**src/rtl/rtg_pkg.sv**
```systemverilog
// Shared constants for the raster timing generator.
// Assumes compare fields are no wider than 16 bits (two fields per word).
package rtg_pkg;
    localparam int CNT_W    = 12;
    localparam int NUM_WIN  = 8;
    localparam int HI_LSB   = 16;
    localparam int ADDR_W   = 4;
    localparam int DATA_W   = 32;

    typedef enum logic [ADDR_W-1:0] {
        ADR_CTRL  = 4'd0,
        ADR_TOTAL = 4'd1,
        ADR_POL   = 4'd2,
        ADR_WIN0  = 4'd3
    } reg_addr_e;

    // Window indices; odd indices are vertical strobes.
    localparam int W_HSYNC  = 0;
    localparam int W_VSYNC  = 1;
    localparam int W_HBLANK = 2;
    localparam int W_VBLANK = 3;
    localparam int W_HCMAP  = 4;
    localparam int W_VCMAP  = 5;
    localparam int W_HPIX   = 6;
    localparam int W_VPIX   = 7;
endpackage

```
**src/rtl/rtg_regs.sv**
```systemverilog
// Register file: freeze bit, totals, sync polarity, and NW on/off window pairs.
// Assumes CW <= HI_LSB so both fields of a word fit in DW bits. Writes land at the edge.
module rtg_regs
    import rtg_pkg::*;
#(
    parameter int CW = CNT_W,
    parameter int NW = NUM_WIN,
    parameter int AW = ADDR_W,
    parameter int DW = DATA_W
) (
    input  logic                   clk,
    input  logic                   rst_n,
    input  logic                   wr_en,
    input  logic [AW-1:0]          wr_addr,
    input  logic [DW-1:0]          wr_data,
    output logic                   freeze_q,
    output logic [CW-1:0]          h_total,
    output logic [CW-1:0]          v_total,
    output logic                   inv_h,
    output logic                   inv_v,
    output logic [NW-1:0][CW-1:0]  win_on,
    output logic [NW-1:0][CW-1:0]  win_off
);
    logic unused_data;
    assign unused_data = ^wr_data;

    // Control, totals and polarity registers.
    always_ff @(posedge clk) begin
        if (!rst_n) begin
            freeze_q <= 1'b0;
            h_total  <= '0;
            v_total  <= '0;
            inv_h    <= 1'b0;
            inv_v    <= 1'b0;
        end else if (wr_en) begin
            if (wr_addr == AW'(ADR_CTRL)) begin
                freeze_q <= wr_data[0];
            end
            if (wr_addr == AW'(ADR_TOTAL)) begin
                h_total <= wr_data[CW-1:0];
                v_total <= wr_data[HI_LSB+CW-1:HI_LSB];
            end
            if (wr_addr == AW'(ADR_POL)) begin
                inv_h <= wr_data[0];
                inv_v <= wr_data[1];
            end
        end
    end

    // One on/off register pair per window, at consecutive addresses.
    for (genvar k = 0; k < NW; k++) begin : g_winreg
        localparam logic [AW-1:0] MY_ADR = AW'(int'(ADR_WIN0) + k);
        // Capture this window's compare positions on a write to its address.
        always_ff @(posedge clk) begin
            if (!rst_n) begin
                win_on[k]  <= '0;
                win_off[k] <= '0;
            end else if (wr_en && wr_addr == MY_ADR) begin
                win_on[k]  <= wr_data[CW-1:0];
                win_off[k] <= wr_data[HI_LSB+CW-1:HI_LSB];
            end
        end
    end
endmodule

```
**src/rtl/rtg_counters.sv**
```systemverilog
// Horizontal and vertical position counters.
// X runs 0..h_total inclusive; Y steps on X wrap and runs 0..v_total.
// Both totals zero parks the counters at the origin; freeze holds them in place.
module rtg_counters #(
    parameter int CW = rtg_pkg::CNT_W
) (
    input  logic          clk,
    input  logic          rst_n,
    input  logic          freeze,
    input  logic [CW-1:0] h_total,
    input  logic [CW-1:0] v_total,
    output logic [CW-1:0] x_q,
    output logic [CW-1:0] y_q,
    output logic          held,
    output logic          run
);
    logic x_wrap;

    assign held   = (h_total == '0) && (v_total == '0);
    assign run    = !held && !freeze;
    assign x_wrap = (x_q >= h_total);

    // Advance the raster position, wrapping at each programmed total.
    always_ff @(posedge clk) begin
        if (!rst_n || held) begin
            x_q <= '0;
            y_q <= '0;
        end else if (run) begin
            if (x_wrap) begin
                x_q <= '0;
                y_q <= (y_q >= v_total) ? '0 : y_q + CW'(1);
            end else begin
                x_q <= x_q + CW'(1);
            end
        end
    end
endmodule

```
**src/rtl/rtg_window.sv**
```systemverilog
// One set/clear compare window. It sets on cnt == on_pos and clears on cnt == off_pos.
// Clear wins, so on == off never asserts. It updates only while the raster runs.
module rtg_window #(
    parameter int CW = rtg_pkg::CNT_W
) (
    input  logic          clk,
    input  logic          rst_n,
    input  logic          run,
    input  logic [CW-1:0] cnt,
    input  logic [CW-1:0] on_pos,
    input  logic [CW-1:0] off_pos,
    output logic          win_q
);
    // Set/clear flop driven by the two equality compares.
    always_ff @(posedge clk) begin
        if (!rst_n) begin
            win_q <= 1'b0;
        end else if (run) begin
            if (cnt == off_pos) begin
                win_q <= 1'b0;
            end else if (cnt == on_pos) begin
                win_q <= 1'b1;
            end
        end
    end
endmodule

```
**src/rtl/raster_timing_gen.sv**
```systemverilog
// Top of the raster timing generator: register file, position counters,
// and eight compare windows. Even windows follow X and odd windows follow Y.
// Sync outputs pass through the polarity flags; the other strobes are direct.
module raster_timing_gen
    import rtg_pkg::*;
#(
    parameter int CW = CNT_W,
    parameter int AW = ADDR_W,
    parameter int DW = DATA_W
) (
    input  logic          clk,
    input  logic          rst_n,
    input  logic          wr_en,
    input  logic [AW-1:0] wr_addr,
    input  logic [DW-1:0] wr_data,
    output logic [CW-1:0] x_pos,
    output logic [CW-1:0] y_pos,
    output logic          hsync,
    output logic          vsync,
    output logic          hblank,
    output logic          vblank,
    output logic          hcmap_en,
    output logic          vcmap_en,
    output logic          hpix_en,
    output logic          vpix_en
);
    localparam int NW = NUM_WIN;

    logic                  freeze_q;
    logic [CW-1:0]         h_total;
    logic [CW-1:0]         v_total;
    logic                  inv_h;
    logic                  inv_v;
    logic [NW-1:0][CW-1:0] win_on;
    logic [NW-1:0][CW-1:0] win_off;
    logic                  held;
    logic                  run;
    logic [NW-1:0]         win;

    rtg_regs #(.CW(CW), .NW(NW), .AW(AW), .DW(DW)) u_regs (
        .clk      (clk),
        .rst_n    (rst_n),
        .wr_en    (wr_en),
        .wr_addr  (wr_addr),
        .wr_data  (wr_data),
        .freeze_q (freeze_q),
        .h_total  (h_total),
        .v_total  (v_total),
        .inv_h    (inv_h),
        .inv_v    (inv_v),
        .win_on   (win_on),
        .win_off  (win_off)
    );

    rtg_counters #(.CW(CW)) u_cnt (
        .clk     (clk),
        .rst_n   (rst_n),
        .freeze  (freeze_q),
        .h_total (h_total),
        .v_total (v_total),
        .x_q     (x_pos),
        .y_q     (y_pos),
        .held    (held),
        .run     (run)
    );

    for (genvar k = 0; k < NW; k++) begin : g_win
        logic [CW-1:0] sel_cnt;
        if ((k % 2) == 1) begin : g_vert
            assign sel_cnt = y_pos;
        end else begin : g_horz
            assign sel_cnt = x_pos;
        end
        rtg_window #(.CW(CW)) u_win (
            .clk     (clk),
            .rst_n   (rst_n),
            .run     (run),
            .cnt     (sel_cnt),
            .on_pos  (win_on[k]),
            .off_pos (win_off[k]),
            .win_q   (win[k])
        );
    end

    assign hsync    = win[W_HSYNC] ^ inv_h;
    assign vsync    = win[W_VSYNC] ^ inv_v;
    assign hblank   = win[W_HBLANK];
    assign vblank   = win[W_VBLANK];
    assign hcmap_en = win[W_HCMAP];
    assign vcmap_en = win[W_VCMAP];
    assign hpix_en  = win[W_HPIX];
    assign vpix_en  = win[W_VPIX];
endmodule

```
**config.mk**
```make
export PLATFORM = sky130hd
export DESIGN_NAME = raster_timing_gen
export DESIGN_NICKNAME = d
export VERILOG_FILES = /design/src/rtl/rtg_pkg.sv /design/src/rtl/rtg_regs.sv /design/src/rtl/rtg_counters.sv /design/src/rtl/rtg_window.sv /design/src/rtl/raster_timing_gen.sv
export SDC_FILE = /design/constraint.sdc
export NUM_CORES = 1
export LEC_CHECK = 0
export CORE_MARGIN = 5
export CORE_UTILIZATION = 54
export DETAILED_ROUTE_END_ITERATION = 8
export PLACE_DENSITY = 0.85
export RECOVER_POWER = 100
export SYNTH_ARGS = -nofsm -noshare
export SYNTH_HDL_FRONTEND = slang
export SYNTH_SLANG_ARGS = --single-unit
export TNS_END_PERCENT = 30
```
**constraint.sdc**
```tcl
create_clock -name clk -period 2.35 [get_ports clk]
set_input_delay 0.235 -clock clk [delete_from_list [all_inputs] [get_ports clk]]
set_output_delay 0.235 -clock clk [all_outputs]
set_load 0.03 [all_outputs]
```
* After elaboration in Yosys (flattened, before gate mapping)
Cells that the tools add are included.
Widths: inputs -> output; s select.
** Word-level totals
- Memories :: 0
- Memory bits (read-only) :: 0
- Word-level logic and storage cells :: 118
- Output and inout port bits :: 32
- Latch bits :: 0
- Memory bits (writable) :: 0
- Input port bits :: 39
- Register bits :: 251
** Cells by class
- Order comparisons :: 2
- Reduce and logical (&&, ||, !) cells :: 37
- $add $sub $neg :: 2
- $mul :: 0
- Mux-type cells :: 18
- Divide/modulo/power cells :: 0
- Equal/unequal tests :: 26
- Shift-type cells :: 0
- Bitwise operators :: 2
** Operators by type and width (count)
- $eq 12x12->1 :: 16
- $add 12x1->12 const B :: 2
- $ge 12x12->1 :: 2
- $logic_not 12->1 :: 2
- $mux 12 :: 2
- $reduce_and 2->1 :: 12
- $eq 4x3->1 const B :: 4
- $mux 1 :: 16
- $reduce_bool 2->1 :: 8
- $eq 4x4->1 const B :: 3
- $logic_and 1x1->1 :: 10
- $eq 4x2->1 const B :: 2
- $eq 4x1->1 const B :: 1
- $logic_not 4->1 :: 1
- $logic_not 1->1 :: 3
- $xor 1x1->1 :: 2
- $logic_or 1x1->1 :: 1

* Logic depth before layout (Yosys ltp)
Gate-level depths: netlist of the first run.
- Depth in word-level cells :: 5
- Mapped depth :: 10
- Gate-level depth less buffers :: 8

* Cells and area by module
A second synthesis of the first run with hierarchy kept.
** Second synthesis, totals
- Cells, all modules :: 1263
- Area total of the unflattened synthesis :: 12146.6 µm²
** By module, submodules not included
- rtg_regs :: cells each 749, sequential area each 4384.2 µm², area an instance 7856.3 µm², instances 1
- rtg_window :: cells each 35, sequential area each 20.0 µm², area an instance 299.0 µm², instances 8
- rtg_counters :: cells each 232, sequential area each 480.5 µm², area an instance 1880.6 µm², instances 1
- raster_timing_gen :: cells each 2, sequential area each 0.0 µm², area an instance 17.5 µm², instances 1

* Worst setup path after synthesis of the first run
OpenSTA, ideal clock, no wires.
- Path kind :: register -> register
- Start :: reg u_cnt.y_q[0]
- End :: reg u_cnt.y_q[7]
- Stages on the path, launching flop included :: 11
- Required time :: 2280 ps
- Clock period less this slack :: 2480 ps
- Buffers on the path :: 2
- Setup slack :: -130 ps
- Library setup time :: 70 ps
- Arrival time :: 2410 ps
- Cells stage by stage :: dfxtp_1 buf_2 inv_1 ha_1 nand2b_4 a2111oi_4 nor4_1 nor4_4 buf_6 o21ai_1 a21oi_1
** Between the ends
- Longest elaborated chain between the ends :: 2
- Elaborated cells on any way between the ends :: 3
- Classes of those cells :: add/sub (1); order compare (1); mux (1)
** RTL lines
- start: declaration :: RTL line rtg_counters.sv:13 : output logic [CW-1:0] y_q,
- start signal: assignment :: RTL line rtg_counters.sv:31 : y_q <= (y_q >= v_total) ? '0 : y_q + CW'(1);
- $add 12x1->12 / $ge 12x12->1 (equally long branches) :: RTL line rtg_counters.sv:31
- $mux 12 * :: RTL line rtg_counters.sv:31
Mark *: on every way between the ends. The rest lies on a longest branch, timed or not.
A chain may end at the register's enable or synchronous reset.

* Final worst setup path of the first run
- Start :: reg g_win[0].u_win.win_q
- End :: out hsync
** Between the ends
- Longest elaborated chain between the ends :: 1
** RTL lines
- start: declaration :: RTL line rtg_window.sv:12 : output logic win_q
- start signal: assignment :: RTL line rtg_window.sv:17 : win_q <= 1'b0;
- start signal: assignment :: RTL line rtg_window.sv:20 : win_q <= 1'b0;
- start signal: assignment :: RTL line rtg_window.sv:22 : win_q <= 1'b1;
- $xor 1x1->1 :: RTL line raster_timing_gen.sv:85 : assign hsync = win[W_HSYNC] ^ inv_h;
- end: declaration :: RTL line raster_timing_gen.sv:18 : output logic hsync,
Every way passes these cells.

==> impl_metrics.json, run 1 <==
{
  "status": "complete, no violations",
  "synthArstFlopShare_pct": 0,
  "io_pins": 71,
  "min_path_type": "primary input to flip-flop",
  "rrSetupSlack_ps": 150,
  "worstPathMaxFanout": 2,
  "synth_fp_nets": 1594,
  "criticalPathCategory": "flip-flop to output port",
  "finalHoldViolations": 0,
  "cts_root_buf": "clkbuf_16",
  "core_area_mm2": 0.0227,
  "num_vias": 10900,
  "io_buffer_count": 62,
  "cts_buffer_depth": 3,
  "regToRegStartpoint": "u_regs.h_total[9]",
  "row_count": 55,
  "worstPathArrival_ps": 2000,
  "yosysTopAreaCell": "dfxtp_1",
  "avgSynthCellArea_um2": 8.19,
  "grt_antenna_before_repair": 0,
  "whs_ps": 111,
  "setup-tns-final_ps": 0,
  "maxCapViolations": 0,
  "start_util_pct": 55.1,
  "sw_frac_of_total_pct": 24.2,
  "clock_skew_ps": 21.8,
  "switching_power_uw": 2240,
  "start_kind": "flip-flop",
  "grt_pass1_wl_um": 56300,
  "fmaxAchievable_ghz": 0.448,
  "whs_path_depth": 3,
  "synth_edf_count": 0,
  "netlist_instances": 1529,
  "die_area_mm2": 0.0263,
  "combPwrFrac_pct": 8.8,
  "clock_latency_ps": 540,
  "die_h_um": 162,
  "yosysMostFrequentCell": "nand2_1",
  "grt_use_total_pct": 26.8,
  "power.static_leakage_uw": 0.00541,
  "n_antenna_cell": 0,
  "tightest_slew_ps": 1070,
  "gp_congestion": 0.890,
  "cts_made_buffers": 26,
  "wire_per_inst_um": 19.5,
  "place_hpwl_um": 22600,
  "initialDrtViolationCount": 1057,
  "ir_drop_mv": 0.413,
  "ant_nets": 0,
  "synth_area_mm2": 0.0125,
  "cp-end-kind": "output port",
  "synth_area_leaders": "dfxtp_1, nand2_1, a21boi_0, xor2_1, xnor2_1",
  "synth-seq-cells": 251,
  "synth_seq_area_share_pct": 40.1,
  "cts-htree-levels": 1,
  "clock_power_share_pct": 43.9,
  "crit_chain": "xor2_1 -> dlygate4sd3_1",
  "worstHoldStart": "rst_n",
  "slowest_delay_ps": 790,
  "overflow": 0,
  "wl_um": 36200,
  "grt_max_degree": 180,
  "r2r-end": "u_cnt.x_q[0]",
  "worstPathRequired_ps": 2120,
  "cpMaxStageDelayCell": "dlygate4sd3_1",
  "pwr-share-seq_pct": 47.3,
  "nNetsFinal": 1623,
  "path_clk_slew_ps": 60,
  "cts_tree": "yes",
  "hold_end": "u_cnt.x_q[0]",
  "cts_hold_buffers": 0,
  "ys_types": 48,
  "grt_pass1_vias": 10400,
  "drive_gt1_share_pct": 6.48,
  "synth_commonest_cells": "nand2_1, dfxtp_1, a21boi_0",
  "clock_sinks": 251,
  "vias_per_cell": 5.85,
  "maxSlewViolCount": 0,
  "finalSetupViolCount": 0,
  "r2r_cells": 9,
  "synth_flop_cell": "dfxtp_1",
  "dr.pass1.iters": 5,
  "rsz0062_at_grt": "no",
  "die_x_um": 162,
  "area_delta_synth_final_pct": 13.5,
  "synth_top_area_share_pct": 40.1,
  "p_int_uw": 7020,
  "cts_setup_buffers": 0,
  "finalCritPeriodShare_pct": 95.0,
  "power_density_mw_per_mm2": 652,
  "route.detailed.drc": 0,
  "post-route-min-period_ps": 2230,
  "slew_headroom_pct": 28.7,
  "yosys_warnings": 0
}
-- final cells by class --
class | count | area [um2]
clock buffer | 38 | 747
timing repair buffer | 123 | 1060
tap | 285 | 357
inverter | 30 | 113
sequential | 251 | 5030
clock inverter | 5 | 78.8
multi-input combinational | 1126 | 6830
fill | 1826 | 8500
-- worst max-delay path, delay by kind of cell (launching register included) --
kind	cells	cell delay (ps)
buffers and inverters	1	790
DFF	1	400
xor gates and xnor gates	1	280
-- per-stage QoR --
stage          setup slack [ps]  instance area, um2  instances  total power [uW]  util [%]
6_report                    117               14200       1858              9260      62.6
5_1_grt                    66.7               14200       1858              9510      62.6
4_1_cts                     119               14300       1858              9280      62.9
3_5_place_dp                118               13500       1815              5290      59.2
3_3_place_gp                196               13500       1815              5280      59.2
2_1_floorplan              14.0               12500       1529              4960         -
-- routing by layer --
| layer | GRT usage, % | vias to the layer above | routed length (um) |
|---|---|---|---|
| met5 | 0 | - | 0 |
| met4 | 12.2 | 0 | 1740 |
| met3 | 4.39 | 116 | 3820 |
| met2 | 42.3 | 514 | 15900 |
| met1 | 36.0 | 5163 | 14700 |
| li1 | - | 5073 | - |
-- what timing repair did --
item	in CTS	in global routing
endpoints found under the setup margin	0	5
hold endpoints to repair	0	0
gates resized for setup	0	1
-- cells by family (layout without fill, tap and decap cells) --
kind of cell / count (synthesis) / after routing / synth area share, %
and+or+nand+nor: 611 / 611 / 20.8
xor gates and xnor gates: 205 / 205 / 14.3
DFF: 251 / 251 / 40.1
buffers and inverters: 152 / 196 / 5.19
AOI/OAI and AO/OA: 284 / 284 / 16.9
adders and majority gates: 26 / 26 / 2.60
-- state kept, by name, summed over array words and instances, names as in the netlist --
register and cells:
u_cnt.y_q 12, u_regs.inv_h 1, u_regs.inv_v 1, u_regs.win_on 96, u_cnt.x_q 12, u_regs.win_off 96
u_regs.v_total 12, g_win.u_win.win_q 8, u_regs.h_total 12, u_regs.freeze_q 1
-- layout by cell type (no fill, tap or decap), types with 3 or more instances in the layout --
master / n
a21boi_1: 8
a21o_1: 3
o221ai_1: 3
nand2b_1: 3
a41oi_1: 8
nand3_1: 12
nor2_2: 3
clkbuf_1: 15
buf_4: 46
a21boi_0: 210
clkbuf_2: 6
o21ai_1: 4
nor2_1: 30
clkdlybuf4s50_1: 28
ha_1: 26
dlygate4sd3_1: 33
o41ai_1: 8
nand4_1: 33
nor4_1: 32
clkbuf_8: 3
o21ai_0: 3
o21a_1: 3
nand2_1: 469
a21oi_1: 19
nor2b_1: 4
dfxtp_1: 250
inv_1: 30
xnor2_1: 101
nor3_1: 4
clkbuf_16: 27
a31oi_1: 6
xor2_1: 104
and3_1: 9
-- power groups by stage --
stage,Combinational [uW],Sequential (uW),Clock (uW)
floorplan,458,4500,0
global placement,802,4480,0
detailed placement,811,4480,0
CTS,819,4380,4080
global route,853,4390,4270
finish,813,4380,4070
-- worst max path at each step --
stage | from | to | slack, ps | cells past startpoint
3_5_place_dp | u_regs.h_total[9] | u_cnt.y_q[8] | 120 | 8
6_report | g_win[0].u_win.win_q | hsync | 120 | 2
5_1_grt | wr_en | u_regs.win_off[28] | 70 | 7
4_1_cts | u_regs.h_total[9] | u_cnt.y_q[0] | 120 | 8
2_1_floorplan | u_cnt.y_q[0] | u_cnt.y_q[7] | 10 | 10
3_3_place_gp | u_regs.h_total[7] | u_cnt.y_q[9] | 200 | 8
Note: power is estimated with default switching activity, not from simulation.
==> run 2: changes to the inputs <==
--- a/config.mk
+++ b/config.mk
@@ -5,6 +5,7 @@
 export SDC_FILE = /design/constraint.sdc
 export NUM_CORES = 1
 export LEC_CHECK = 0
+export ABC_CLOCK_PERIOD_IN_PS = 2350
 export CORE_MARGIN = 5
 export CORE_UTILIZATION = 54
 export DETAILED_ROUTE_END_ITERATION = 8
==> results of run 2 <==
Final layout, timing and power as in run 1 (identical DEF).
